**config.mk**
```make
export PLATFORM = sky130hd
export DESIGN_NAME = rt_spi_router
export DESIGN_NICKNAME = d
export VERILOG_FILES = /design/src/rtl/rt_pkg.sv /design/src/rtl/rt_aff_match.sv /design/src/rtl/rt_route_store.sv /design/src/rtl/rt_spi_router.sv
export SDC_FILE = /design/constraint.sdc
export NUM_CORES = 1
export LEC_CHECK = 0
export BUFFER_PORTS_ARGS = -buffer_cell sky130_fd_sc_hd__buf_2
export CAP_MARGIN = 20
export CORE_MARGIN = 2
export CORE_UTILIZATION = 55
export DETAILED_ROUTE_END_ITERATION = 7
export PLACE_DENSITY_LB_ADDON = 0.3
export SYNTH_ARGS = -nofsm -noshare
export SYNTH_HDL_FRONTEND = slang
export SYNTH_HIERARCHICAL = 1
export SYNTH_SLANG_ARGS = --single-unit
```
**constraint.sdc**
```tcl
create_clock -name clk -period 8 [get_ports clk]
set_input_delay 0.4 -clock clk [delete_from_list [all_inputs] [get_ports clk]]
set_output_delay 0.4 -clock clk [all_outputs]
set_load 0.02 [all_outputs]
```
**src/rtl/rt_pkg.sv**
```systemverilog
package rt_pkg;

    localparam int unsigned CORE_W = 8;
    localparam logic [CORE_W-1:0] CORE_NONE = 8'hFF;
    localparam int unsigned AFF_W = 32;

    typedef enum logic {
        RT_IDLE,
        RT_RESP
    } rt_state_e;

    // Packs the low register word into the stored affinity form.
    // Level 3 sits in the upper register half, which is not writable.
    function automatic logic [AFF_W-1:0] pack_affinity(input logic [31:0] low_word);
        logic [AFF_W-1:0] p;
        p[7:0]   = low_word[7:0];
        p[15:8]  = low_word[15:8];
        p[23:16] = low_word[23:16];
        p[31:24] = 8'h00;
        return p;
    endfunction

endpackage

```
**src/rtl/rt_aff_match.sv**
```systemverilog
module rt_aff_match
    import rt_pkg::*;
#(
    parameter int unsigned NUM_CORES = 4,
    parameter logic [NUM_CORES*AFF_W-1:0] CORE_AFF = '0
) (
    input  logic [AFF_W-1:0]  aff_i,
    output logic              hit_o,
    output logic [CORE_W-1:0] idx_o
);

    logic [NUM_CORES-1:0] eq;

    for (genvar c = 0; c < NUM_CORES; c++) begin : g_cmp
        assign eq[c] = (CORE_AFF[c*AFF_W +: AFF_W] == aff_i);
    end

    // Scan from the top down so the lowest matching index is the last one written.
    always_comb begin
        hit_o = 1'b0;
        idx_o = CORE_NONE;
        for (int c = NUM_CORES - 1; c >= 0; c--) begin
            if (eq[c]) begin
                hit_o = 1'b1;
                idx_o = CORE_W'(c);
            end
        end
    end

endmodule

```
**src/rtl/rt_route_store.sv**
```systemverilog
module rt_route_store
    import rt_pkg::*;
#(
    parameter int unsigned NUM_SPI   = 8,
    parameter int unsigned NUM_CORES = 4,
    parameter int unsigned IDX_W     = 3,
    parameter logic [AFF_W-1:0] RESET_AFF = '0
) (
    input  logic                         clk,
    input  logic                         rst_n,
    input  logic                         wr_en_i,
    input  logic [IDX_W-1:0]             wr_idx_i,
    input  logic [AFF_W-1:0]             wr_aff_i,
    input  logic                         new_hit_i,
    input  logic [CORE_W-1:0]            new_core_i,
    output logic [NUM_SPI*AFF_W-1:0]     aff_o,
    output logic [NUM_SPI*CORE_W-1:0]    core_o,
    output logic [NUM_SPI-1:0]           valid_o,
    output logic [NUM_CORES*NUM_SPI-1:0] map_o
);

    localparam int unsigned CSEL_W = (NUM_CORES > 1) ? $clog2(NUM_CORES) : 1;

    logic [AFF_W-1:0]     aff_q   [NUM_SPI];
    logic [CORE_W-1:0]    core_q  [NUM_SPI];
    logic [NUM_SPI-1:0]   valid_q;
    logic [NUM_CORES-1:0] map_q   [NUM_SPI];

    always_ff @(posedge clk) begin
        if (!rst_n) begin
            for (int k = 0; k < NUM_SPI; k++) begin
                aff_q[k]  <= RESET_AFF;
                core_q[k] <= '0;
                map_q[k]  <= NUM_CORES'(1);
            end
            valid_q <= '1;
        end else if (wr_en_i) begin
            aff_q[wr_idx_i] <= wr_aff_i;
            // First drop the interrupt from its current core, then add it to the new one.
            for (int c = 0; c < NUM_CORES; c++) begin
                if (valid_q[wr_idx_i] && core_q[wr_idx_i] == CORE_W'(c))
                    map_q[wr_idx_i][c] <= 1'b0;
                if (new_hit_i && new_core_i == CORE_W'(c))
                    map_q[wr_idx_i][c] <= 1'b1;
            end
            if (new_hit_i) begin
                core_q[wr_idx_i]  <= new_core_i;
                valid_q[wr_idx_i] <= 1'b1;
            end else begin
                core_q[wr_idx_i]  <= CORE_NONE;
                valid_q[wr_idx_i] <= 1'b0;
            end
        end
    end

    for (genvar k = 0; k < NUM_SPI; k++) begin : g_out
        assign aff_o[k*AFF_W +: AFF_W]   = aff_q[k];
        assign core_o[k*CORE_W +: CORE_W] = core_q[k];
        for (genvar c = 0; c < NUM_CORES; c++) begin : g_map
            assign map_o[c*NUM_SPI + k] = map_q[k][c];
        end

        // one map bit exactly when the interrupt has a target
        assert_single_target_R4: assert property (@(posedge clk) disable iff (!rst_n)
            $countones(map_q[k]) == int'(valid_q[k]));

        // a valid target has its own map bit set
        assert_target_bit_R4: assert property (@(posedge clk) disable iff (!rst_n)
            valid_q[k] |-> (core_q[k] < CORE_W'(NUM_CORES)) && map_q[k][core_q[k][CSEL_W-1:0]]);

        // no target means the reserved index
        assert_none_marker_R5: assert property (@(posedge clk) disable iff (!rst_n)
            !valid_q[k] |-> core_q[k] == CORE_NONE);
    end

    assign valid_o = valid_q;

    // a write is visible in the following cycle
    assert_write_lands_R8: assert property (@(posedge clk) disable iff (!rst_n)
        wr_en_i |=> (valid_q[$past(wr_idx_i)] == $past(new_hit_i))
                 && (aff_q[$past(wr_idx_i)] == $past(wr_aff_i)));

endmodule

```
**src/rtl/rt_spi_router.sv**
```systemverilog
module rt_spi_router
    import rt_pkg::*;
#(
    parameter int unsigned NUM_SPI   = 8,
    parameter int unsigned NUM_CORES = 4,
    parameter logic [15:0] ROUTE_BASE = 16'h6100,
    parameter logic [NUM_CORES*AFF_W-1:0] CORE_AFF =
        {32'h0001_0000, 32'h0000_0100, 32'h0000_0001, 32'h0000_0000}
) (
    input  logic                         clk,
    input  logic                         rst_n,
    input  logic                         req_valid_i,
    input  logic                         req_write_i,
    input  logic [15:0]                  req_addr_i,
    input  logic [31:0]                  req_wdata_i,
    output logic                         rd_valid_o,
    output logic [31:0]                  rd_data_o,
    output logic [NUM_SPI*CORE_W-1:0]    tgt_core_o,
    output logic [NUM_SPI-1:0]           tgt_valid_o,
    output logic [NUM_CORES*NUM_SPI-1:0] tgt_map_o
);

    localparam int unsigned IDX_W = (NUM_SPI > 1) ? $clog2(NUM_SPI) : 1;
    localparam int unsigned SPAN  = NUM_SPI * 8;

    // Address decode
    logic [16:0]      rel;
    logic             in_range;
    logic             upper_half;
    logic [IDX_W-1:0] reg_idx;
    logic             rd_req;
    logic             wr_low;

    assign rel        = {1'b0, req_addr_i} - {1'b0, ROUTE_BASE};
    assign in_range   = !rel[16] && (rel < 17'(SPAN)) && (req_addr_i[1:0] == 2'b00);
    assign upper_half = rel[2];
    assign reg_idx    = rel[3 +: IDX_W];
    assign rd_req     = req_valid_i && !req_write_i;
    assign wr_low     = req_valid_i && req_write_i && in_range && !upper_half;

    // Affinity lookup
    logic [AFF_W-1:0]  new_aff;
    logic              lk_hit;
    logic [CORE_W-1:0] lk_idx;

    assign new_aff = pack_affinity(req_wdata_i);

    rt_aff_match #(
        .NUM_CORES (NUM_CORES),
        .CORE_AFF  (CORE_AFF)
    ) u_match (
        .aff_i (new_aff),
        .hit_o (lk_hit),
        .idx_o (lk_idx)
    );

    // Routing storage and target bitmap
    logic [NUM_SPI*AFF_W-1:0] aff_flat;

    rt_route_store #(
        .NUM_SPI   (NUM_SPI),
        .NUM_CORES (NUM_CORES),
        .IDX_W     (IDX_W),
        .RESET_AFF (CORE_AFF[AFF_W-1:0])
    ) u_store (
        .clk        (clk),
        .rst_n      (rst_n),
        .wr_en_i    (wr_low),
        .wr_idx_i   (reg_idx),
        .wr_aff_i   (new_aff),
        .new_hit_i  (lk_hit),
        .new_core_i (lk_idx),
        .aff_o      (aff_flat),
        .core_o     (tgt_core_o),
        .valid_o    (tgt_valid_o),
        .map_o      (tgt_map_o)
    );

    // Read response state machine
    rt_state_e st_q, st_d;

    always_ff @(posedge clk) begin
        if (!rst_n) st_q <= RT_IDLE;
        else        st_q <= st_d;
    end

    always_comb begin
        st_d = RT_IDLE;
        unique case (st_q)
            RT_IDLE: if (rd_req) st_d = RT_RESP;
            RT_RESP: if (rd_req) st_d = RT_RESP;
        endcase
    end

    always_comb begin
        rd_valid_o = (st_q == RT_RESP);
    end

    logic [31:0] rd_data_q;

    always_ff @(posedge clk) begin
        if (!rst_n) begin
            rd_data_q <= '0;
        end else if (rd_req) begin
            if (in_range && !upper_half)
                rd_data_q <= aff_flat[32*int'(reg_idx) +: 32];
            else
                rd_data_q <= '0;
        end
    end

    assign rd_data_o = rd_data_q;

    // upper-half writes leave every target output untouched
    assert_upper_wi_R2: assert property (@(posedge clk) disable iff (!rst_n)
        (req_valid_i && req_write_i && in_range && upper_half)
        |=> $stable(tgt_core_o) && $stable(tgt_valid_o) && $stable(tgt_map_o));

    // upper half reads as zero
    assert_upper_raz_R2: assert property (@(posedge clk) disable iff (!rst_n)
        (rd_req && in_range && upper_half) |=> rd_data_o == 32'h0);

    // writes outside the table are ignored
    assert_oor_wi_R1: assert property (@(posedge clk) disable iff (!rst_n)
        (req_valid_i && req_write_i && !in_range)
        |=> $stable(tgt_core_o) && $stable(tgt_valid_o) && $stable(tgt_map_o));

    // read response timing
    assert_rsp_after_read_R8: assert property (@(posedge clk) disable iff (!rst_n)
        rd_req |=> rd_valid_o);
    assert_no_spurious_rsp_R8: assert property (@(posedge clk) disable iff (!rst_n)
        !rd_req |=> !rd_valid_o);

    // a reported hit names a core whose table entry really equals the affinity
    assert_hit_entry_R7: assert property (@(posedge clk) disable iff (!rst_n)
        lk_hit |-> (CORE_AFF[32*int'(lk_idx) +: 32] == new_aff));

endmodule

```
==> flow_metrics.py <==
metrics = {
    "status": {
        "status": "finished, final reports clean",
    },
    "drt": {
        "num_vias": 11500,
        "drtAntennaViolNets": 0,
        "met1_length_um": 17500,
        "wire_per_inst_um": 23.6,
        "met3_length_um": 4170,
        "finalWirelength_um": 44300,
        "drtIter0Drc": 1320,
        "dr.pass1.iters": 5,
        "highest_layer": "met5",
        "vias_per_cell": 6.12,
        "wl_met2_um": 21600,
        "detail_route.drc_violations": 0,
    },
    "clock_tree": {
        "root_buffer": "clkbuf_16",
        "clock_sinks": 393,
        "ctsHoldBuffers": 0,
        "cts_tree": "built",
        "post_cts_resized": 0,
        "cts-buffers-inserted": 41,
        "clock_latency_ps": 550,
        "clk_pin_slew_ps": 60,
        "ctsHtreeMaxLevel": 2,
        "clk_path_buf_depth": 3,
        "post_cts_buffers": 0,
    },
    "synth": {
        "ys_top_cells_by_count": "edfxtp_1, and3_1, nor2_1",
        "yosys.area.top_type_share_pct": 60.6,
        "synth_cell_types": 55,
        "async_reset_ff_share_pct": 0,
        "synth_area_per_cell_um2": 14.1,
        "synthMuxAreaShare_pct": 10.9,
        "synth_top_family_by_area": "simple AND/OR/NAND/NOR gates",
        "ys_ff_latch": 393,
        "synth_flop_cell": "edfxtp_1",
        "synth.area.top_cells": "edfxtp_1, and3_1, mux4_2",
        "syn_area_um2": 17400,
        "synth-adder-area-share_pct": 0.0718,
        "synth-seq-area-share_pct": 65.4,
        "yosysTopAreaCell": "edfxtp_1",
        "ys_warn_count": 6,
        "synth-compound-area-share_pct": 3.87,
        "synthSimpleGateAreaFrac_pct": 16.3,
        "synth_xor_area_share_pct": 0.0502,
        "synth_enable_flop_cells": 352,
        "syn_inst": 1234,
        "synth.most_common_cell": "edfxtp_1",
    },
    "power": {
        "vdd_drop_max_uv": 185,
        "p_total_mw": 4.53,
        "power.internal_mw": 3.51,
        "power.density_nw_per_um2": 226,
        "leakage_nw": 8.34,
        "p_clk_share_pct": 41.1,
        "p_sw_mw": 1.02,
        "p_sw_share_pct": 22.4,
        "seq_power_share_pct": 51.9,
        "combPwrFrac_pct": 7.1,
    },
    "cells_and_area": {
        "nFillCells": 2322,
        "seq_area_um2": 11400,
        "area_growth_pct": 15.1,
        "drive_gt1_share_pct": 23.2,
        "multiInputGateArea_um2": 5730,
        "finish.net_count": 1499,
        "antennaDiodeCount": 0,
    },
    "placed_design": {
        "port_buffers": 180,
        "dp_hpwl_um": 24800,
        "place_congestion": 0.829,
    },
    "flow_run": {
        "cap_violations": 0,
    },
    "floorplan": {
        "coreArea_um2": 31400,
        "rows": 65,
        "io_pins": 189,
        "die_height_um": 182,
        "die_width_um": 182,
        "start_util_pct": 55.5,
        "die-area_um2": 33100,
    },
    "worst_setup_path": {
        "cp_max_fo": 70,
        "timing.rr.start": "u_store/core_q[6][2]",
        "crit_end": "u_store/map_q[7][2]",
        "crit_family": "simple AND/OR/NAND/NOR gates",
        "worst_setup_path_start_kind": "primary input",
        "crit_start": "req_addr_i[8]",
        "r2r_slack_ps": 5340,
        "worstPathRequired_ps": 8250,
        "worstPathCellList": "buf_2 > inv_1 > ha_1 > and4b_1 > nand4_1 > buf_4 > nor2_1 > and2_4 > buf_12 > nand4_1 > inv_1 > nand3b_1 > o31a_1 > o21ai_1",
        "arrival_ps": 4410,
        "crit_type": "in -> reg",
        "cp_num_buf_inv": 5,
        "cp-end-kind": "register",
        "worst-path-stages": 14,
        "cpPeakStageDelay_ps": 870,
        "crit_slowest_cell": "nor2_1",
        "rr_worst_depth": 6,
        "r2r_end": "u_store/map_q[0][3]",
    },
    "global_routing": {
        "grt_pass1_vias": 11600,
        "grt_max_degree": 135,
        "antenna_found_initial": 1,
        "grt_overflow": 0,
        "track_usage_pct": 26.7,
        "grt_pass1_wl_um": 67100,
    },
    "sta": {
        "worstMarginPinSlew_ps": 1100,
        "relSlewSlack_pct": 26.5,
        "finalCriticalPeriod_ps": 4160,
        "max_freq_mhz": 240,
        "rsz0062_at_grt": "no",
        "period_share_pct": 52.1,
        "finalMaxSlewViolations": 0,
        "setup_tns_ps": 0,
        "setup_violations": 0,
        "fin_skew_ps": 28.6,
        "hold_viol": 0,
    },
    "hold_path": {
        "holdCritPathClass": "in -> reg",
    },
}
sequential cells by signal, summed over array words and instances, names as in the netlist, named ones only:
register,flops
rd_valid_o,1
u_store/map_q,32
u_store/aff_q,256
u_store/core_q,64
rd_data_o,32
layout by cell type (no fill, tap or decap), types with 3 or more instances in the layout:
cell type  instances
edfxtp_1         352
and3_1           256
buf_2            178
nor2_1           112
conb_1            72
mux4_2            62
nand2_1           61
nand3_1           52
clkbuf_16         41
dfxtp_1           41
mux2i_1           38
o31ai_1           32
buf_4             27
o21ai_1           26
clkbuf_1          17
nor4_1            10
o21ai_0            9
inv_1              6
clkinv_2           6
mux4_1             4
bufinv_16          4
a211oi_1           4
nor2b_1            4
nor3_2             4
nor2_2             4
clkinv_1           3
nor3_1             3
a31oi_1            3
nand2b_1           3
through the flow:
stage                     instance area (um^2)  utilization (%)  hold slack (ps)  setup WS (ps)  instances
after floorplan                          17700                -              547           4760       1305
after global placement                   18700             59.7              451           3250       1804
after detailed placement                 18700             59.7              456           3190       1804
after CTS                                20000             63.8             88.0           3750       1879
after global routing                     20100             63.9              103           3540       1880
final                                    20100             63.9              102           3840       1880
worst min-delay path by stage:
stage | slack [ps] | cells past startpoint | start | to
after floorplan | 550 | 2 | rd_data_o[0] | rd_data_o[0]
after global placement | 450 | 2 | rd_data_o[0] | rd_data_o[0]
after detailed placement | 460 | 2 | rd_data_o[19] | rd_data_o[19]
after CTS | 90 | 2 | rst_n | register
after global routing | 100 | 2 | rst_n | register
final | 100 | 2 | rst_n | register
per-layer routing:
layer  track usage (%)  vias up
met1              36.8     5714
met5                 0        -
li1                  -     5121
met3              5.25       96
met2              43.8      571
met4              7.55        2
layout make-up:
| cell class | count | share of cell area, % |
|---|---|---|
| well taps | 402 | 2.51 |
| clock inverters | 17 | 0.986 |
| clock buffers | 58 | 5.43 |
| multi-input cells | 797 | 28.6 |
| repair buffers | 206 | 5.55 |
| inverters | 7 | 0.131 |
| flip-flops and latches | 393 | 56.8 |
cells by family after synthesis:
family | after synthesis
AO/OA/AOI/OAI | 91
XOR/XNOR | 1
adder cells (fa/ha/maj) | 1
buffers and inverters | 115
flip-flops | 393
multiplexers | 105
other | 1
AND/OR/NAND/NOR | 527
power groups by stage:
| stage | clock, mW | combinational, mW | sequential [mW] |
|---|---|---|---|
| 3_3_place_gp | 0 | 0.314 | 2.39 |
| 6_report | 1.86 | 0.321 | 2.35 |
| 5_1_grt | 1.96 | 0.341 | 2.36 |
| 3_5_place_dp | 0 | 0.319 | 2.39 |
| 2_1_floorplan | 0 | 0.176 | 2.41 |
| 4_1_cts | 1.88 | 0.319 | 2.35 |
worst reg2reg max path, delay by kind of cell, from the launching register on:
kind	cells	cell delay, ps
AO/OA/AOI/OAI	4	1420
AND/OR/NAND/NOR	2	570
flip-flops	1	400
(Power assumes the default switching activity.)
